## config.mk

```make
export PLATFORM = sky130hd
export DESIGN_NAME = boost_bypass_ctrl
export DESIGN_NICKNAME = d
export VERILOG_FILES = /design/src/rtl/byp_ctrl_pkg.sv /design/src/rtl/byp_idle_timer.sv /design/src/rtl/byp_mode_fsm.sv /design/src/rtl/byp_gate_decode.sv /design/src/rtl/boost_bypass_ctrl.sv
export SDC_FILE = /design/constraint.sdc
export NUM_CORES = 1
export LEC_CHECK = 0
export BUFFER_PORTS_ARGS = -buffer_cell sky130_fd_sc_hd__clkbuf_2
export CAP_MARGIN = 20
export CORE_AREA = 8 8 48 50
export CTS_CLUSTER_DIAMETER = 120
export CTS_CLUSTER_SIZE = 28
export DETAILED_ROUTE_END_ITERATION = 8
export DIE_AREA = 0 0 56 58
export GPL_TIMING_DRIVEN = 0
export HOLD_SLACK_MARGIN = 0.12
export PLACE_DENSITY = 0.76
export SETUP_SLACK_MARGIN = 0.05
export SYNTH_ARGS = -nofsm -noshare
export SYNTH_HDL_FRONTEND = slang
export SYNTH_SLANG_ARGS = --single-unit
```

## constraint.sdc

```tcl
create_clock -name clk -period 1.6 [get_ports clk]
set_input_delay 0.32 -clock clk [delete_from_list [all_inputs] [get_ports clk]]
set_output_delay 0.32 -clock clk [all_outputs]
set_load 0.05 [all_outputs]
```

## src/rtl/byp_ctrl_pkg.sv

```systemverilog
package byp_ctrl_pkg;

    typedef enum logic [2:0] {
        ST_OFF        = 3'd0,
        ST_BOOST      = 3'd1,
        ST_AUTO_BYP   = 3'd2,
        ST_DISCHG     = 3'd3,
        ST_FORCED_BYP = 3'd4
    } byp_state_e;

    typedef struct packed {
        logic byp_sw;
        logic ls_sw;
        logic hs_sw;
        logic dischg;
        logic core_hold;
        logic bypass;
    } gate_ctrl_t;

    // Output levels held in each state.
    function automatic gate_ctrl_t state_gates(input byp_state_e st);
        gate_ctrl_t g;
        g = '0;
        unique case (st)
            ST_OFF: begin
                g.core_hold = 1'b1;
            end
            ST_BOOST: begin
                g.ls_sw = 1'b1;
                g.hs_sw = 1'b1;
            end
            ST_AUTO_BYP: begin
                g.byp_sw = 1'b1;
                g.hs_sw  = 1'b1;
                g.bypass = 1'b1;
            end
            ST_DISCHG: begin
                g.dischg    = 1'b1;
                g.core_hold = 1'b1;
            end
            ST_FORCED_BYP: begin
                g.byp_sw    = 1'b1;
                g.hs_sw     = 1'b1;
                g.bypass    = 1'b1;
                g.core_hold = 1'b1;
            end
            default: g.core_hold = 1'b1;
        endcase
        return g;
    endfunction

    // States that leave the core halted, so entering boost needs a restart.
    function automatic logic needs_restart(input byp_state_e st);
        return (st == ST_OFF) || (st == ST_DISCHG) || (st == ST_FORCED_BYP);
    endfunction

endpackage

```

## src/rtl/byp_idle_timer.sv

```systemverilog
module byp_idle_timer #(
    parameter int IDLE_CYC = 1000
) (
    input  logic clk,
    input  logic rst,
    input  logic restart,
    output logic window_done
);
    localparam int CW = $clog2(IDLE_CYC + 1);
    localparam logic [CW-1:0] LIMIT = CW'(IDLE_CYC);

    logic [CW-1:0] quiet_cnt;

    always_ff @(posedge clk) begin
        if (rst || restart) begin
            quiet_cnt <= '0;
        end else if (quiet_cnt != LIMIT) begin
            quiet_cnt <= quiet_cnt + 1'b1;
        end
    end

    assign window_done = (quiet_cnt == LIMIT);

    // a completed window needs a quiet edge just before it.
    p_window_quiet_r4: assert property (@(posedge clk) disable iff (rst)
        window_done |-> !$past(restart));

endmodule

```

## src/rtl/byp_mode_fsm.sv

```systemverilog
module byp_mode_fsm
    import byp_ctrl_pkg::*;
(
    input  logic       clk,
    input  logic       rst,
    input  logic       en,
    input  logic       auto_sel,
    input  logic       vin_hi_enter,
    input  logic       vin_lo_exit,
    input  logic       vout_gt_vin,
    input  logic       idle_done,
    output byp_state_e state,
    output logic       start_pulse
);
    byp_state_e nxt;

    always_comb begin
        nxt = state;
        if (!en) begin
            nxt = ST_OFF;
        end else begin
            unique case (state)
                ST_OFF: nxt = ST_BOOST;
                ST_BOOST: begin
                    if (!auto_sel)
                        nxt = vout_gt_vin ? ST_DISCHG : ST_FORCED_BYP;
                    else if (vin_hi_enter && idle_done)
                        nxt = ST_AUTO_BYP;
                end
                ST_AUTO_BYP: begin
                    if (!auto_sel)        nxt = ST_FORCED_BYP;
                    else if (vin_lo_exit) nxt = ST_BOOST;
                end
                ST_DISCHG: begin
                    if (auto_sel)          nxt = ST_BOOST;
                    else if (!vout_gt_vin) nxt = ST_FORCED_BYP;
                end
                ST_FORCED_BYP: begin
                    if (auto_sel) nxt = ST_BOOST;
                end
                default: nxt = ST_OFF;
            endcase
        end
    end

    always_ff @(posedge clk) begin
        if (rst) begin
            state       <= ST_OFF;
            start_pulse <= 1'b0;
        end else begin
            state       <= nxt;
            start_pulse <= (nxt == ST_BOOST) && needs_restart(state);
        end
    end

    // the start pulse is one cycle long.
    p_start_single_r9: assert property (@(posedge clk) disable iff (rst)
        start_pulse |=> !start_pulse);

    // automatic entry only from boost after a full idle window.
    p_auto_entry_r4: assert property (@(posedge clk) disable iff (rst)
        (state == ST_AUTO_BYP && $past(state) == ST_BOOST) |->
            $past(idle_done) && $past(vin_hi_enter));

    // forced bypass after discharge only once the output has come down.
    p_dischg_exit_r7: assert property (@(posedge clk) disable iff (rst)
        (state == ST_FORCED_BYP && $past(state) == ST_DISCHG) |->
            !$past(vout_gt_vin));

endmodule

```

## src/rtl/byp_gate_decode.sv

```systemverilog
module byp_gate_decode
    import byp_ctrl_pkg::*;
(
    input  logic       clk,
    input  logic       rst,
    input  byp_state_e state,
    output gate_ctrl_t gates
);
    assign gates = state_gates(state);

    // the bypass and low-side switches are never on together.
    p_no_shoot_r12: assert property (@(posedge clk) disable iff (rst)
        !(gates.byp_sw && gates.ls_sw));

    // no switch is on while the output is being discharged.
    p_dischg_isolated_r7: assert property (@(posedge clk) disable iff (rst)
        gates.dischg |-> !(gates.byp_sw || gates.ls_sw || gates.hs_sw));

endmodule

```

## src/rtl/boost_bypass_ctrl.sv

```systemverilog
module boost_bypass_ctrl
    import byp_ctrl_pkg::*;
#(
    parameter int IDLE_CYC = 1000
) (
    input  logic clk,
    input  logic rst,
    input  logic en,
    input  logic auto_sel,
    input  logic vin_hi_enter,
    input  logic vin_lo_exit,
    input  logic vout_gt_vin,
    input  logic sw_busy,
    output logic byp_sw_en,
    output logic ls_sw_en,
    output logic hs_sw_en,
    output logic dischg_en,
    output logic core_hold,
    output logic in_bypass,
    output logic core_start
);
    byp_state_e state;
    gate_ctrl_t gates;
    logic       idle_done;
    logic       idle_restart;

    assign idle_restart = sw_busy || (state != ST_BOOST);

    byp_idle_timer #(.IDLE_CYC(IDLE_CYC)) u_idle (
        .clk         (clk),
        .rst         (rst),
        .restart     (idle_restart),
        .window_done (idle_done)
    );

    byp_mode_fsm u_fsm (
        .clk          (clk),
        .rst          (rst),
        .en           (en),
        .auto_sel     (auto_sel),
        .vin_hi_enter (vin_hi_enter),
        .vin_lo_exit  (vin_lo_exit),
        .vout_gt_vin  (vout_gt_vin),
        .idle_done    (idle_done),
        .state        (state),
        .start_pulse  (core_start)
    );

    byp_gate_decode u_dec (
        .clk   (clk),
        .rst   (rst),
        .state (state),
        .gates (gates)
    );

    assign byp_sw_en = gates.byp_sw;
    assign ls_sw_en  = gates.ls_sw;
    assign hs_sw_en  = gates.hs_sw;
    assign dischg_en = gates.dischg;
    assign core_hold = gates.core_hold;
    assign in_bypass = gates.bypass;

    // a low enable turns every switch off on the next cycle.
    p_off_when_disabled_r1: assert property (@(posedge clk) disable iff (rst)
        !$past(en) |-> !(byp_sw_en || ls_sw_en || hs_sw_en || dischg_en));

endmodule

```

# Word-level counts from Yosys, hierarchy flattened
# Cells that the tools add are included.
[totals] reg_bits=14 inputBits=8 output_inout_bits=7 wordCells=37
[classes] addsub=1 n_eq_ne=8 n_mux=15 reduce_logical=10
[ops] op="2-to-1 mux 3 bit" n=9
[ops] op="case mux 3 bit (5 select lines)" n=1
[ops] op="adder 10 x 1 -> 10 bit, second input constant" n=1
[ops] op="== test 10 bit, second input constant" n=1
[ops] op="!= test 10 bit, second input constant" n=1
[ops] op="== test 3 x 1 -> 1 bit, second input constant" n=2
[ops] op="== test 3 x 2 -> 1 bit, second input constant" n=2
[ops] op="2-to-1 mux 1 bit" n=5
[ops] op="logical OR 1 bit" n=4
[ops] op="OR reduction 2 bit" n=2
[ops] op="== test 3 bit, second input constant" n=1
[ops] op="logical NOT 3 bit" n=1
[ops] op="!= test 3 x 1 -> 1 bit, second input constant" n=1
[ops] op="OR reduction 3 bit" n=1
[ops] op="logical AND 1 bit" n=2

# Depth between registers and ports, before layout
# Gate-level depths: netlist (run 1).
[depth] ltp_word=8 depth_mapped=6

# Modules after synthesis
# Synthesis (run 1) repeated with hierarchy kept, for this count alone.
[unflattened] hier_cells=100 area_unflattened_um2=858.3
[by_module_without_submodules] mod="byp_idle_timer" n_inst=1 cells_each=62 area_each_um2=523.0 seq_area_each_um2=200.2
[by_module_without_submodules] mod="byp_mode_fsm" n_inst=1 cells_each=27 area_each_um2=255.2 seq_area_each_um2=80.1
[by_module_without_submodules] mod="byp_gate_decode" n_inst=1 cells_each=10 area_each_um2=70.1 seq_area_each_um2=0.0
[by_module_without_submodules] mod="boost_bypass_ctrl" n_inst=1 cells_each=1 area_each_um2=10.0 seq_area_each_um2=0.0

# Worst setup path after synthesis (run 1)
# OpenSTA, ideal clock, no wires.
[synth_path] path_kind="reg2out" from="register u_fsm.state[1]" to="output in_bypass" arrival_time_ps=1611 t_required_ps=1280 path_slack_ps=-331 path_stages_with_launch=5 n_path_buf=2 cell_sequence="dfxtp_1 buf_4 xnor2_1 nor2_1 buf_4"
[synth_via] elab_chain_len=3 elab_cells_between_ends=4 classes_between="2 x eq/ne; 1 x mux; 1 x reduce/logical"
[synth_rtl] element="start: declaration" line="byp_mode_fsm.sv:12" text="output byp_state_e state,"
[synth_rtl] element="start signal: assignment" line="byp_mode_fsm.sv:51" text="state <= nxt;"
[synth_rtl] element="== test 3 bit / == test 3 x 2 -> 1 bit (equally long branches)"
[synth_rtl] element="OR reduction 2 bit (no source line) *"
[synth_rtl] element="2-to-1 mux 1 bit *"
[synth_rtl] element="end: declaration" line="boost_bypass_ctrl.sv:19" text="output logic in_bypass,"
# Every way passes the cells marked *; elsewhere a longest branch is shown, timed or not.

# Worst setup path in the final report (run 1)
[layout_path] from="register u_fsm.state[1]" to="output in_bypass"
[layout_via] elab_chain_len=3 elab_cells_between_ends=4 classes_between="2 x eq/ne; 1 x mux; 1 x reduce/logical"
[layout_rtl] element="== test 3 bit / == test 3 x 2 -> 1 bit (equally long branches)" line="byp_ctrl_pkg.sv:24" text="unique case (st)"
[layout_rtl] element="OR reduction 2 bit (no source line) *"
[layout_rtl] element="2-to-1 mux 1 bit *" line="byp_ctrl_pkg.sv:24"
# Marks and branches as above.

==> metrics.yaml, run 1 <==
slew_viol_final: 0
ys.flop_type: "dfxtp_1"
ant_nets: 0
synth_top_area_cell: "dfxtp_1"
synth_async_sr_flop_share: 0
startpoint_type: "flop"
setup_viol: 1
numCtsBuffers: 3
syn2layout_area_growth_pct: 37.4
cts_tree: "done"
required_ps: 1280
multi_input_area_um2: 494
min_path_cells: 2
clock-sinks: 14
start_util: 0.471
hold_viol_final: 0
yosys-top-cells-area: "dfxtp_1 (37%), nor2_1 (8.4%), xnor2_1 (8.1%), nand2_1 (3.5%), ha_1 (3.3%)"
h-tree-depth: 1
fp-row-count: 15
ys_seq_area_frac: 0.369
track_usage: 0.111
stdcell_count: 133
viasPerCell: 5.33
synth_area_per_cell_um2: 8.17
yosys.area.top_type_share: 0.369
grt.overflow.total: 0
ys_ff_latch: 14
vias: 709
fp.dieH_um: 58
dr.pass1.iters: 4
clk_latency_ps: 290
slew_headroom: 0.761
place_hpwl_um: 1200
grt_pass1_wl_um: 2960
final_cell_mix: "nor2_1 (14), dfxtp_1 (11), clkbuf_2 (8), nand2_1 (7), xnor2_1 (6)"
route.detailed.drc: 0
r2r_start: "u_idle.quiet_cnt[0]"
worst_setup_path_end_kind: "output port"
finClkSkew_ps: 7.16
whs_endpoint: "u_fsm.state[2]"
antenna_found_initial: 0
synth_cells: 93
finalSetupTns_ps: -26.3
synth_area_um2: 759
place_inst: 124
finalPower_uw: 736
violations: "negative setup slack"
grt_pass1_vias: 684
worstPathMaxFanout: 5
cap_violations: 0
p_per_area_nw_per_um2: 706
dieWidth_um: 56
worst_slew_pin_slew_ps: 357
wl_per_cell_um: 12.9
drive_gt1_frac: 0.328
cts_hold_buffers: 0
drt_iter0_markers: 19
irDropWorstVdd_v: 0.000529
ff_latch_area_um2: 287
io_pins: 15
fill_cells: 142
layout_setup_ws_ps: -26.3
die_area_um2: 3250
synth-edff-count: 0
period_needed_ps: 1630
ctsRootBufferMaster: "clkbuf_4"
hp-start: "rst"
arrival_ps: 1310
outcome: "finished with violations"
clockBufferDepth: 2
power_leakage_uw: 0.000374
core_um2: 1610
diodes: 0
port_buffers: 14
r2r_end: "u_idle.quiet_cnt[2]"
min_path_type: "input pin to flop"
crit_type: "flop to output port"
routabilityCongestion: 0.798
period_share: 1.02
synth_fp_nets: 103
path_clk_slew_ps: 90
yosysUniqueCellTypes: 29
rr_worst_depth: 6
fmax_ghz: 0.615
yosys_warnings: 0
rsz0062_at_grt: "yes"
mostFrequentLayoutCell: "nor2_1"
wl_um: 1720
r2r_slack_ps: 140
grt_start_max_net_pins: 11
fin_nets: 127
report_power, final:
group,total [uW],switching [uW],internal (uW),leakage (uW)
registers,356,4.05,352,0.000115
clock network,261,122,139,0.0000210
logic,119,68.5,50.8,0.000238
total,736,195,542,0.000374
cells by family (layout without fill, tap and decap cells):
| family | Yosys count | in the layout | share of synthesized area |
|---|---|---|---|
| AO/OA/AOI/OAI | 13 | 13 | 0.102 |
| XOR/XNOR | 9 | 9 | 0.104 |
| AND/OR/NAND/NOR | 47 | 47 | 0.330 |
| buffers and inverters | 7 | 30 | 0.0494 |
| adder cells (fa/ha/maj) | 2 | 2 | 0.0329 |
| multiplexers | 1 | 1 | 0.0132 |
| flip-flops | 14 | 14 | 0.369 |
cell usage after synthesis (2+ instances only):
master    count
o21ai_0       3
nor2b_1       2
xnor2_1       7
nor3_1        4
buf_4         3
ha_1          2
nand3_1       4
dfxtp_1      14
nor2_1       17
nand2b_1      4
o22ai_1       2
inv_1         4
a21oi_1       3
xor2_1        2
a31oi_1       2
nand2_1       7
metrics by stage:
| stage | worst slack (ps) | hold slack (ps) | instance area [um^2] | utilization |
|---|---|---|---|---|
| floorplan | -121 | 392 | 767 | - |
| global placement | 146 | 510 | 858 | 0.532 |
| detailed placement | 131 | 511 | 858 | 0.532 |
| CTS | 12.9 | 222 | 1000 | 0.619 |
| global route | -70.4 | 208 | 1040 | 0.647 |
| finish | -26.3 | 220 | 1040 | 0.647 |
layout make-up:
class,count,share of cell area
multi-input combinational,72,0.474
timing repair buffer,19,0.153
sequential,14,0.275
inverter,4,0.0144
clock buffer,4,0.0348
buffer,3,0.0288
tap,17,0.0204
worst max path at each step:
stage / startpoint / endpoint / slack [ps] / depth (start not counted)
finish: u_fsm.state[1] / in_bypass / -30 / 5
global route: u_fsm.state[1] / in_bypass / -70 / 5
CTS: u_fsm.state[1] / in_bypass / 10 / 5
detailed placement: u_fsm.state[1] / in_bypass / 130 / 5
global placement: u_fsm.state[1] / in_bypass / 150 / 5
floorplan: u_fsm.state[1] / hs_sw_en / -120 / 3
worst max-delay path: stages (launching register included):
cell       delay, ps
dfxtp_2          340
buf_6            130
xnor2_4          200
nor2_2            50
buf_4            130
clkbuf_16        160
repair_timing:
action / in CTS / in global routing
resized for setup: 21 / 8
buffers inserted: 1 / 3
pin swaps: 1 / 1
endpoints found under the setup margin: 6 / 6
cloned: 1 / 0
routing by layer:
metal / GRT usage / share of wire / vias up
met3: 0.0349 / 0.052 / 5
met4: 0.0619 / 0.022 / 0
met5: 0 / 0 / -
li1: - / - / 364
met2: 0.187 / 0.50 / 16
met1: 0.119 / 0.42 / 324
flip-flops by register name (all words and copies together), names as in the netlist:
signal and flops:
u_fsm.start_pulse 1, u_fsm.state 3, u_idle.quiet_cnt 10
No activity file was read; power rests on OpenSTA's default activity.
==> run 2: changes to the inputs <==
Settings changed: BUFFER_PORTS_ARGS -buffer_cell sky130_fd_sc_hd__clkbuf_2 to not set, DONT_BUFFER_PORTS set to 1, PLACE_DENSITY 0.76 to 0.68.
==> metrics.yaml, run 2 (synthesis results as in run 1) <==
start_util: 0.471  # unchanged
top_regs: "u_idle.quiet_cnt (10), u_fsm.state (3), u_fsm.start_pulse (1)"
period_share: 1.03  # +0.0177
clk_latency_ps: 280  # about the same
slew_viol_final: 0  # unchanged
crit_type: "flop to output port"
track_usage: 0.0996  # -0.0110
largest_register_ffs: 10  # unchanged
drt_iter0_markers: 10  # -9
ctsRootBufferMaster: "clkbuf_4"
rsz0062_at_grt: "yes"
die_area_um2: 3250  # unchanged
syn2layout_area_growth_pct: 33.6
fin_hold_ws_ps: 209  # -11.1 ps
route.detailed.drc: 0  # unchanged
irDropWorstVdd_v: 0.000610  # +15%
h-tree-depth: 1  # unchanged
hold_viol_final: 0  # unchanged
grt_pass1_vias: 601  # -12%
layout_setup_ws_ps: -54.6  # -28.3 ps
fmax_ghz: 0.604  # -1.7%
worst_slew_pin_slew_ps: 473  # +115 ps
wl_um: 1820  # +6.0%
cts_tree: "done"
p_per_area_nw_per_um2: 699  # -0.96%
slew_headroom: 0.684  # -0.0768
place_hpwl_um: 1120  # -6.4%
dr.pass1.iters: 4  # unchanged
violations: "negative setup slack"
antenna_found_initial: 0  # unchanged
clock-sinks: 14  # unchanged
vias: 684  # -3.5%
min_path_type: "input pin to flop"
fp-row-count: 15  # unchanged
fp.dieH_um: 58  # unchanged
arrival_ps: 1330  # +20 ps
mostFrequentLayoutCell: "nor2_1"
setup_viol: 2  # +1
grt.overflow.total: 0  # unchanged
grt_pass1_wl_um: 2640  # -11%
clockBufferDepth: 2  # unchanged
drive_gt1_frac: 0.290  # -0.0379
io_pins: 15  # unchanged
port_buffers: 0  # -14
routabilityCongestion: 0.786  # -1.5%
required_ps: 1280  # about the same
finClkSkew_ps: 7.26  # +0.0977 ps
finalPower_uw: 709  # -3.7%
place_inst: 110  # -11%
post-route-util: 0.629  # -0.0178
stdcell_count: 124  # -6.8%
post-place-ws_ps: -217  # -348 ps
period_needed_ps: 1650  # +28.3 ps
power_leakage_uw: 0.000330  # -12%
final_cell_mix: "nor2_1 (14), dfxtp_1 (11), buf_4 (7), nand2_1 (6), xnor2_1 (6)"
fin_nets: 118  # -7.1%
startpoint_type: "flop"
top_register: "u_idle.quiet_cnt"
dieWidth_um: 56  # unchanged
wl_per_cell_um: 14.7  # +14%
core_um2: 1610  # unchanged
numCtsBuffers: 3  # unchanged
worst_setup_path_end_kind: "output port"
worstPathMaxFanout: 5  # unchanged
path_clk_slew_ps: 80  # about the same
diodes: 0  # unchanged
cap_violations: 0  # unchanged
outcome: "finished with violations"
grt_start_max_net_pins: 11  # unchanged
viasPerCell: 5.52  # +3.5%
ant_nets: 0  # unchanged
-- run 2: cell count changes in the layout (fill, tap and decap cells not counted), sizes merged --
| cell | delta |
|---|---|
| clkbuf | -10 |
| dlygate4sd3 | +1 |
-- run 2: area by class of cell --
type	instances	area [um^2]
multi-input cells	72	522
fillers	128	599
well taps	17	21.3
clock buffers	4	36.3
flip-flops and latches	14	292
inverters	4	17.5
repair buffers	11	96.3
plain buffers	2	30.0
-- run 2: path summary, 6_finish.rpt --
| kind | from | endpoint | slack [ps] | cells past startpoint |
|---|---|---|---|---|
| max | u_fsm.state[1] | in_bypass | -50 | 3 |
| max reg2reg | u_idle.quiet_cnt[0] | u_idle.quiet_cnt[2] | 160 | 6 |
| min | auto_sel | u_fsm.state[0] | 210 | 2 |
| min reg2reg | u_idle.quiet_cnt[8] | u_idle.quiet_cnt[8] | 530 | 2 |
-- run 2: timing repair --
item	in CTS	in global routing
resized for setup	14	16
buffers inserted	4	6
pin swaps	3	4
hold buffers	1	0
hold endpoints to repair	1	0
cloned	0	0
setup endpoints to repair	17	17
-- run 2: where the power goes --
group          internal [uW]  total (uW)  switching [uW]  leakage [uW]
clock                    138         248             110     0.0000210
sequential               349         360            10.8      0.000115
combinational           41.9         101            59.1      0.000193
-- run 2: worst max-delay path: stages (launching register included) --
cell	delay, ps
dfxtp_4	390
xnor2_4	140
nor2_4	320
buf_8	200
-- run 2: metal layers --
metal / wire (um) / global-route usage / share of wire
met1: 742 / 0.101 / 0.41
met2: 926 / 0.166 / 0.51
met3: 140 / 0.0611 / 0.077
met4: 10 / 0.0309 / 0.0055
met5: 0 / 0 / 0
-- run 2: through the flow --
step           instance area (um^2)  TNS [ps]
5_1_grt                        1010      -232
6_report                       1010     -72.2
3_5_place_dp                    788     -2130
3_3_place_gp                    788     -1810
4_1_cts                         930      -508
2_1_floorplan                   767      -193
